File: config.mk
export PLATFORM = sky130hd
export DESIGN_NAME = prefetch_queue
export DESIGN_NICKNAME = d
export VERILOG_FILES = /design/src/rtl/pfq_pkg.sv /design/src/rtl/pfq_fifo.sv /design/src/rtl/pfq_fetch.sv /design/src/rtl/prefetch_queue.sv
export SDC_FILE = /design/constraint.sdc
export NUM_CORES = 1
export LEC_CHECK = 0
export BUFFER_PORTS_ARGS = -buffer_cell sky130_fd_sc_hd__buf_2
export CAP_MARGIN = 20
export CORE_AREA = 10 10 152 154
export CTS_BUF_LIST = sky130_fd_sc_hd__clkbuf_2 sky130_fd_sc_hd__clkbuf_4 sky130_fd_sc_hd__clkbuf_8
export CTS_CLUSTER_SIZE = 8
export DETAILED_ROUTE_END_ITERATION = 6
export DIE_AREA = 0 0 162 164
export HOLD_SLACK_MARGIN = 0.1
export PLACE_DENSITY = 0.46
export SETUP_SLACK_MARGIN = 0.05
export SKIP_LAST_GASP = 1
export SLEW_MARGIN = 30
export SYNTH_ARGS = -nofsm -noshare
export SYNTH_HDL_FRONTEND = slang
export SYNTH_SLANG_ARGS = --single-unit
File: constraint.sdc
create_clock -name clk -period 6.4 [get_ports clk]
set_input_delay 0.64 -clock clk [delete_from_list [all_inputs] [get_ports clk]]
set_output_delay 0.64 -clock clk [all_outputs]
set_load 0.02 [all_outputs]
File: src/rtl/pfq_pkg.sv
package pfq_pkg;

  // 20-bit physical byte address from segment and offset
  function automatic logic [19:0] phys_addr(input logic [15:0] seg,
                                            input logic [15:0] off);
    return {seg, 4'h0} + {4'h0, off};
  endfunction

  // queue depth tied to bus width
  function automatic int queue_depth(input int bus_w);
    return (bus_w == 16) ? 6 : 4;
  endfunction

endpackage

File: src/rtl/pfq_fifo.sv
module pfq_fifo #(
  parameter int DEPTH = 6,
  parameter int CNT_W = 3
) (
  input  logic             clk,
  input  logic             rst,
  input  logic             clr,
  input  logic [1:0]       push_n,
  input  logic [7:0]       push_d0,
  input  logic [7:0]       push_d1,
  input  logic             pop,
  output logic             valid,
  output logic [7:0]       head,
  output logic [CNT_W-1:0] count,
  output logic [CNT_W-1:0] free
);
  localparam int PTR_W = (DEPTH > 1) ? $clog2(DEPTH) : 1;

  logic [7:0]       store [DEPTH];
  logic [PTR_W-1:0] rd_q, wr_q, wr_p1, wr_p2, rd_p1;
  logic [CNT_W-1:0] cnt_q;
  logic             pop_ok;

  function automatic logic [PTR_W-1:0] bump(input logic [PTR_W-1:0] p);
    return (p == PTR_W'(DEPTH - 1)) ? '0 : p + 1'b1;
  endfunction

  always_comb begin
    wr_p1  = bump(wr_q);
    wr_p2  = bump(wr_p1);
    rd_p1  = bump(rd_q);
    pop_ok = pop && (cnt_q != '0);
  end

  // storage without reset so it maps onto plain memory cells
  always_ff @(posedge clk) begin
    if (!clr) begin
      if (push_n != 2'd0) store[wr_q]  <= push_d0;
      if (push_n == 2'd2) store[wr_p1] <= push_d1;
    end
  end

  always_ff @(posedge clk) begin
    if (rst || clr) begin
      rd_q  <= '0;
      wr_q  <= '0;
      cnt_q <= '0;
    end else begin
      if (pop_ok) rd_q <= rd_p1;
      case (push_n)
        2'd1:    wr_q <= wr_p1;
        2'd2:    wr_q <= wr_p2;
        default: wr_q <= wr_q;
      endcase
      cnt_q <= cnt_q + CNT_W'(push_n) - CNT_W'(pop_ok);
    end
  end

  always_comb begin
    valid = (cnt_q != '0);
    head  = store[rd_q];
    count = cnt_q;
    free  = CNT_W'(DEPTH) - cnt_q;
  end

endmodule

File: src/rtl/pfq_fetch.sv
module pfq_fetch
  import pfq_pkg::*;
#(
  parameter int          BUS_W   = 16,
  parameter int          CNT_W   = 3,
  parameter logic [15:0] RST_SEG = 16'hFFFF,
  parameter logic [15:0] RST_OFF = 16'h0000
) (
  input  logic             clk,
  input  logic             rst,
  input  logic             redir,
  input  logic [15:0]      new_seg,
  input  logic [15:0]      new_off,
  input  logic [CNT_W-1:0] free,
  input  logic             ack,
  input  logic [BUS_W-1:0] rdata,
  output logic             req,
  output logic [19:0]      addr,
  output logic [1:0]       push_n,
  output logic [7:0]       push_d0,
  output logic [7:0]       push_d1,
  output logic [15:0]      seg_o,
  output logic             drop_o
);
  localparam int               LANES = BUS_W / 8;
  localparam logic [CNT_W-1:0] NEED  = CNT_W'(LANES);

  logic        busy_q, drop_q;
  logic [15:0] seg_q, off_q;
  logic [19:0] addr_q;
  logic [1:0]  take_n;
  logic [7:0]  lane0, lane1;
  logic        accept;

  generate
    if (LANES == 2) begin : g_wide
      // odd start: only the upper lane belongs to the stream
      always_comb begin
        take_n = addr_q[0] ? 2'd1 : 2'd2;
        lane0  = addr_q[0] ? rdata[15:8] : rdata[7:0];
        lane1  = rdata[15:8];
      end
    end else begin : g_narrow
      always_comb begin
        take_n = 2'd1;
        lane0  = rdata[7:0];
        lane1  = 8'h00;
      end
    end
  endgenerate

  assign accept = busy_q && ack && !drop_q && !redir;

  always_ff @(posedge clk) begin
    if (rst) begin
      busy_q <= 1'b0;
      drop_q <= 1'b0;
      seg_q  <= RST_SEG;
      off_q  <= RST_OFF;
      addr_q <= '0;
    end else begin
      if (busy_q && ack) begin
        busy_q <= 1'b0;
        drop_q <= 1'b0;
      end
      if (accept) off_q <= off_q + {14'd0, take_n};
      if (redir) begin
        seg_q <= new_seg;
        off_q <= new_off;
        if (busy_q && !ack) drop_q <= 1'b1;
      end else if (!busy_q && (free >= NEED)) begin
        busy_q <= 1'b1;
        addr_q <= phys_addr(seg_q, off_q);
      end
    end
  end

  always_comb begin
    req     = busy_q;
    addr    = addr_q;
    push_n  = accept ? take_n : 2'd0;
    push_d0 = lane0;
    push_d1 = lane1;
    seg_o   = seg_q;
    drop_o  = drop_q;
  end

endmodule

File: src/rtl/prefetch_queue.sv
module prefetch_queue
  import pfq_pkg::*;
#(
  parameter int          BUS_W   = 16,
  parameter logic [15:0] RST_SEG = 16'hFFFF,
  parameter logic [15:0] RST_OFF = 16'h0000
) (
  input  logic             clk,
  input  logic             rst,
  input  logic             redir_i,
  input  logic [15:0]      redir_seg_i,
  input  logic [15:0]      redir_off_i,
  output logic             mem_req_o,
  output logic [19:0]      mem_addr_o,
  input  logic             mem_ack_i,
  input  logic [BUS_W-1:0] mem_rdata_i,
  output logic             q_valid_o,
  output logic [7:0]       q_byte_o,
  input  logic             q_pop_i
);
  localparam int DEPTH = queue_depth(BUS_W);
  localparam int CNT_W = $clog2(DEPTH + 1);

  logic [CNT_W-1:0] q_count, q_free;
  logic [1:0]       push_n;
  logic [7:0]       push_d0, push_d1;
  logic [15:0]      cur_seg;
  logic             drop_pend;

  pfq_fetch #(
    .BUS_W  (BUS_W),
    .CNT_W  (CNT_W),
    .RST_SEG(RST_SEG),
    .RST_OFF(RST_OFF)
  ) fetch_i (
    .clk    (clk),
    .rst    (rst),
    .redir  (redir_i),
    .new_seg(redir_seg_i),
    .new_off(redir_off_i),
    .free   (q_free),
    .ack    (mem_ack_i),
    .rdata  (mem_rdata_i),
    .req    (mem_req_o),
    .addr   (mem_addr_o),
    .push_n (push_n),
    .push_d0(push_d0),
    .push_d1(push_d1),
    .seg_o  (cur_seg),
    .drop_o (drop_pend)
  );

  pfq_fifo #(
    .DEPTH(DEPTH),
    .CNT_W(CNT_W)
  ) fifo_i (
    .clk    (clk),
    .rst    (rst),
    .clr    (redir_i),
    .push_n (push_n),
    .push_d0(push_d0),
    .push_d1(push_d1),
    .pop    (q_pop_i),
    .valid  (q_valid_o),
    .head   (q_byte_o),
    .count  (q_count),
    .free   (q_free)
  );

endmodule

### Yosys cells after proc, flatten, opt, wreduce, memory -nomap -nowiden

Memory sizes are Yosys's and may differ from the RTL's. A register that Yosys moved wholly into a read port is not among the register bits.
Index checks and enable logic that the tools add are counted.

* register bits after elaboration: 63
* bits in writable memories: 48
* bits of input ports: 53
* bits in latches: 0
* memories: 1
* logic and storage cells: 63
* bits in read-only memories: 0
* output and inout port bits: 30

* multipliers: 0
* shift-type cells: 0
* add/sub/neg operators: 8
* reduce and logical (&&, ||, !) cells: 16
* equal/unequal tests: 5
* multiplexer cells: 23
* div/mod/pow operators: 0
* bitwise gates (word level): 1
* magnitude comparators: 1

Memories
* fifo_i.store: words 6, bits a word 8, read ports 1, clocked after Yosys merged registers in 1, wr ports 2, RTL line pfq_fifo.sv:19 `logic [7:0] store [DEPTH];`

Operators by type and width (number)
* two-way mux 16 bit: 2
* adder 20 x 16 -> 20 bit: 1
* adder 16 x 2 -> 16 bit: 1
* two-way mux 3 bit: 5
* two-way mux 1 bit: 12
* adder 3 x 1 -> 3 bit, second input constant: 3
* equality test 3 bit, second input constant: 3
* two-way mux 8 bit: 1
* logical AND 1 bit: 6
* one-hot mux 3 bit (2 select lines): 1
* nonzero test 2 bit: 3
* zero test 1 bit: 4
* two-way mux 2 bit: 2
* adder 3 x 2 -> 3 bit: 1
* greater-or-equal comparator 3 x 2 -> 1 bit, second input constant: 1
* nonzero test 3 bit: 1
* subtractor 3 x 1 -> 3 bit: 1
* subtractor 3 bit, first input constant: 1
* equality test 2 x 1 -> 1 bit, second input constant: 1
* equality test 2 bit, second input constant: 1
* AND reduction 2 bit: 1
* logical OR 1 bit: 1
* NOT 1 bit: 1

### Depth between registers and ports, before layout

* depth in word-level cells: 8
* gate-level depth with buffers: 11
* depth with buffers taken out: 11

### Modules after synthesis

From an unflattened synthesis, not the netlist that was laid out.

* cells, all modules: 576
* area, all modules: 6299.8 sq um

Modules (own cells, without submodules)
* pfq_fifo: area an instance 3171.8 sq um, cells an instance 218, seq. area each 1681.6 sq um, instances 1
* pfq_fetch: area an instance 3128.0 sq um, cells an instance 358, seq. area each 1081.0 sq um, instances 1

### Least setup slack after synthesis

No wires, ideal clock.

* path type: input-to-reg
* start: input mem_ack_i
* end: register fifo_i.cnt_q[2], in the netlist fifo_i.count[2]
* data required time: 6330 ps
* setup time: 70 ps
* buffers on the path: 1
* stages: 9
* slack: 3955 ps
* arrival time: 2376 ps
* cell sequence: nand3b_4 -> or2_1 -> buf_6 -> nor2_1 -> xnor2_1 -> fa_1 -> xor2_1 -> or3_1 -> a21oi_1

* longest elaborated chain between the ends: 6

Ends and longest elaborated chain
* start: declaration: RTL line prefetch_queue.sv:15 `input logic mem_ack_i,`
* logical AND 1 bit (3 in series): RTL line pfq_fetch.sv:52 `assign accept = busy_q && ack && !drop_q && !redir;`
* two-way mux 2 bit: RTL line pfq_fetch.sv:81 `push_n = accept ? take_n : 2'd0;`
* adder 3 x 2 -> 3 bit: RTL line pfq_fifo.sv:55 `cnt_q <= cnt_q + CNT_W'(push_n) - CNT_W'(pop_ok);`
* subtractor 3 x 1 -> 3 bit: RTL line pfq_fifo.sv:55
* end signal: assignment: RTL line pfq_fifo.sv:55
* end: declaration: RTL line pfq_fifo.sv:21 `logic [CNT_W-1:0] cnt_q;`

No other way between the ends.
A chain may end at the register's enable or synchronous reset.

==> flow_summary.toml <==
[sta]
rsz0062_at_grt = "false"
min_period_ns = 2.64
setup_slack_ns = 3.76
post-route-period-util_pct = 41.3
fin_skew_ns = 0.0212
slew_viol_final = 0
worst_slew_pin_slew_ns = 0.874
slew_headroom_pct = 41.6
finalSetupViolCount = 0
final.setup.tns_ns = 0
timing.final.hold_violations = 0
fmax_mhz = 378

[flow_run]
cap_violations = 0

[yosys]
yosysMostFrequentCell = "dfxtp_1"
synth_area_leader_cell = "edfxtp_1"
ys.flop_type = "dfxtp_1"
synth_edf_count = 48
synthTopCellsByArea = "edfxtp_1 24%, dfxtp_1 22%, mux2_2 9.3%, mux2i_1 4.9%, a21oi_1 4.4%"
yosys_warnings = 0
syn_inst = 557
synthDistinctLibCells = 57
synth_common_cells = "66 x dfxtp_1, 56 x nand2_1, 54 x nor2_1"
yosysSeqAreaShare_pct = 46.8
avgSynthCellArea_um2 = 10.6
synth_area_um2 = 5910
async_flop_share_pct = 0
synth_top_area_share_pct = 24.4
ys_ff_latch = 114
synth_nets = 631

[power]
peakVddDrop_mv = 0.112
internal-power_mw = 1.24
leakage_nw = 2.71
p_clk_share_pct = 37.3
p_per_area_nw_per_um2 = 246
p_sw_share_pct = 27.5
seq_power_share_pct = 47.5
pwr-share-comb_pct = 15.2
switchingPower_mw = 0.470

[setup_path]
arrival_ns = 2.00
path_max_fanout = 16
endpoint_kind = "output port"
rrSetupSlack_ns = 3.84
r2r_cells = 8
setup.worst_path.start_class = "flip-flop"
crit_type = "flip-flop to output port"
required_ns = 5.76

[hold_path]
whs_path_depth = 3
hp-class = "input pin to flip-flop"

[place]
placed_cells_incl_taps = 888
place_ws_ns = 3.31
place_area_um2 = 6580
numPortBuffers = 82
place_hpwl_mm = 10.9
gp_congestion = 0.784

[outcome]
status = "complete, no violations"

[final_layout]
stdcell_count = 920
drive_gt1_share_pct = 29.1
design_area_um2 = 6950
fill_cells = 2114
area_delta_synth_final_pct = 17.6
post-route-util_pct = 34.7
fin_nets = 711

[grt]
grt_pass1_vias = 4666
grt_start_max_net_pins = 52
grt_use_total_pct = 11.9
grt_pass1_wl_mm = 24.9
overflow = 0
antenna_found_initial = 1

[route]
met3_length_um = 869
drc_errors = 0
drt-pass1-iter-count = 4
routed_wl_mm = 15.3
met1_length_mm = 6.78
highest_layer = "met4"
viasPerCell = 4.76
drt_iter0_drc = 239
num_vias = 4380
antenna_left = 0
wl_per_cell_um = 16.6
route.met2.wl_mm = 7.36

[floorplan]
row_count = 52
start_util_pct = 29.5
die_y_um = 164
design.portCount = 83
core_area_um2 = 20000
die-width_um = 162
fp.dieArea_um2 = 26600

[clocking]
hold_buffers = 0
numCtsBuffers = 17
worstSkewPairLatency_ns = 0.44
post-cts-setup-buffers = 0
cts.reportedPaths.clkPinSlew_ns = 0.08
clockRootBuffer = "clkbuf_8"
htreeDepth = 4
clock_sinks = 114
cts_buffer_depth = 2
tritoncts = "built"
cts-resized-gates = 0
[kinds of logic after synthesis]
kind of cell / share of synthesized area, %
mux: 17.3
flops: 46.8
xor+xnor: 3.85
buf+inv: 3.18
fa+ha+maj: 4.83
compound gates: 11.5
simple gates: 12.5
[power groups by stage]
stage               logic [mW]  clock network [mW]  registers (mW)
finish                   0.259               0.638           0.812
detailed placement       0.261                   0           0.828
floorplan                0.169                   0           0.836
global route             0.292               0.691           0.816
global placement         0.257                   0           0.828
CTS                      0.263               0.663           0.812
[per-layer routing]
metal	track usage [%]	vias to the layer above
met4	4.26	0
li1	-	2177
met5	0	-
met3	4.08	24
met1	14.0	2080
met2	19.9	99
[worst max-delay path, cell delays in order, from the launching register on]
cell     delay, ns
dfxtp_1       0.31
buf_4         0.32
mux4_2        0.56
nor2_1        0.12
a21oi_1       0.06
buf_2         0.20
[worst paths after layout]
kind                      end             from
min          fetch_i.seg_o[3]   redir_seg_i[3]
min reg2reg   fetch_i.addr[7]  fetch_i.addr[7]
max               q_byte_o[7]        flip-flop
max reg2reg   fifo_i.count[2]      fetch_i.req
[cell type report]
cell class | count | area, um2 | area share (%)
inverters | 20 | 75.1 | 1.08
clock buffers | 18 | 241 | 3.47
repair buffers | 86 | 440 | 6.34
well taps | 270 | 338 | 4.86
multi-input cells | 398 | 2970 | 42.7
diodes | 1 | 2.50 | 0.0360
clock inverters | 13 | 120 | 1.73
flip-flops and latches | 114 | 2760 | 39.8
[registers in the layout, summed over array words and instances, names as in the netlist, named ones only]
name / cells
fetch_i.req: 1
fetch_i.addr: 20
fetch_i.off_q: 16
fifo_i.count: 3
fetch_i.seg_o: 16
fifo_i.rd_q: 3
fifo_i.wr_q: 3
fifo_i.store: 48
[per-stage QoR]
| stage | power (mW) | hold WS [ns] |
|---|---|---|
| finish | 1.71 | 0.410 |
| global placement | 1.08 | 0.442 |
| global route | 1.80 | 0.382 |
| floorplan | 1.00 | 0.448 |
| CTS | 1.74 | 0.377 |
| detailed placement | 1.09 | 0.442 |
[cell usage in the layout (no fill, tap or decap), drive strengths merged, types with 14 or more instances in the layout]
master,synthesis,routed
buf,12,86
dfxtp,66,66
nand2,56,56
nor2,55,55
a21oi,54,54
mux2,49,49
edfxtp,48,48
mux2i,29,29
inv,19,19
xnor2,19,19
ha,18,18
clkbuf,13,18
o21ai,15,15
nand3,14,14
No activity file was read; power rests on OpenSTA's default activity.
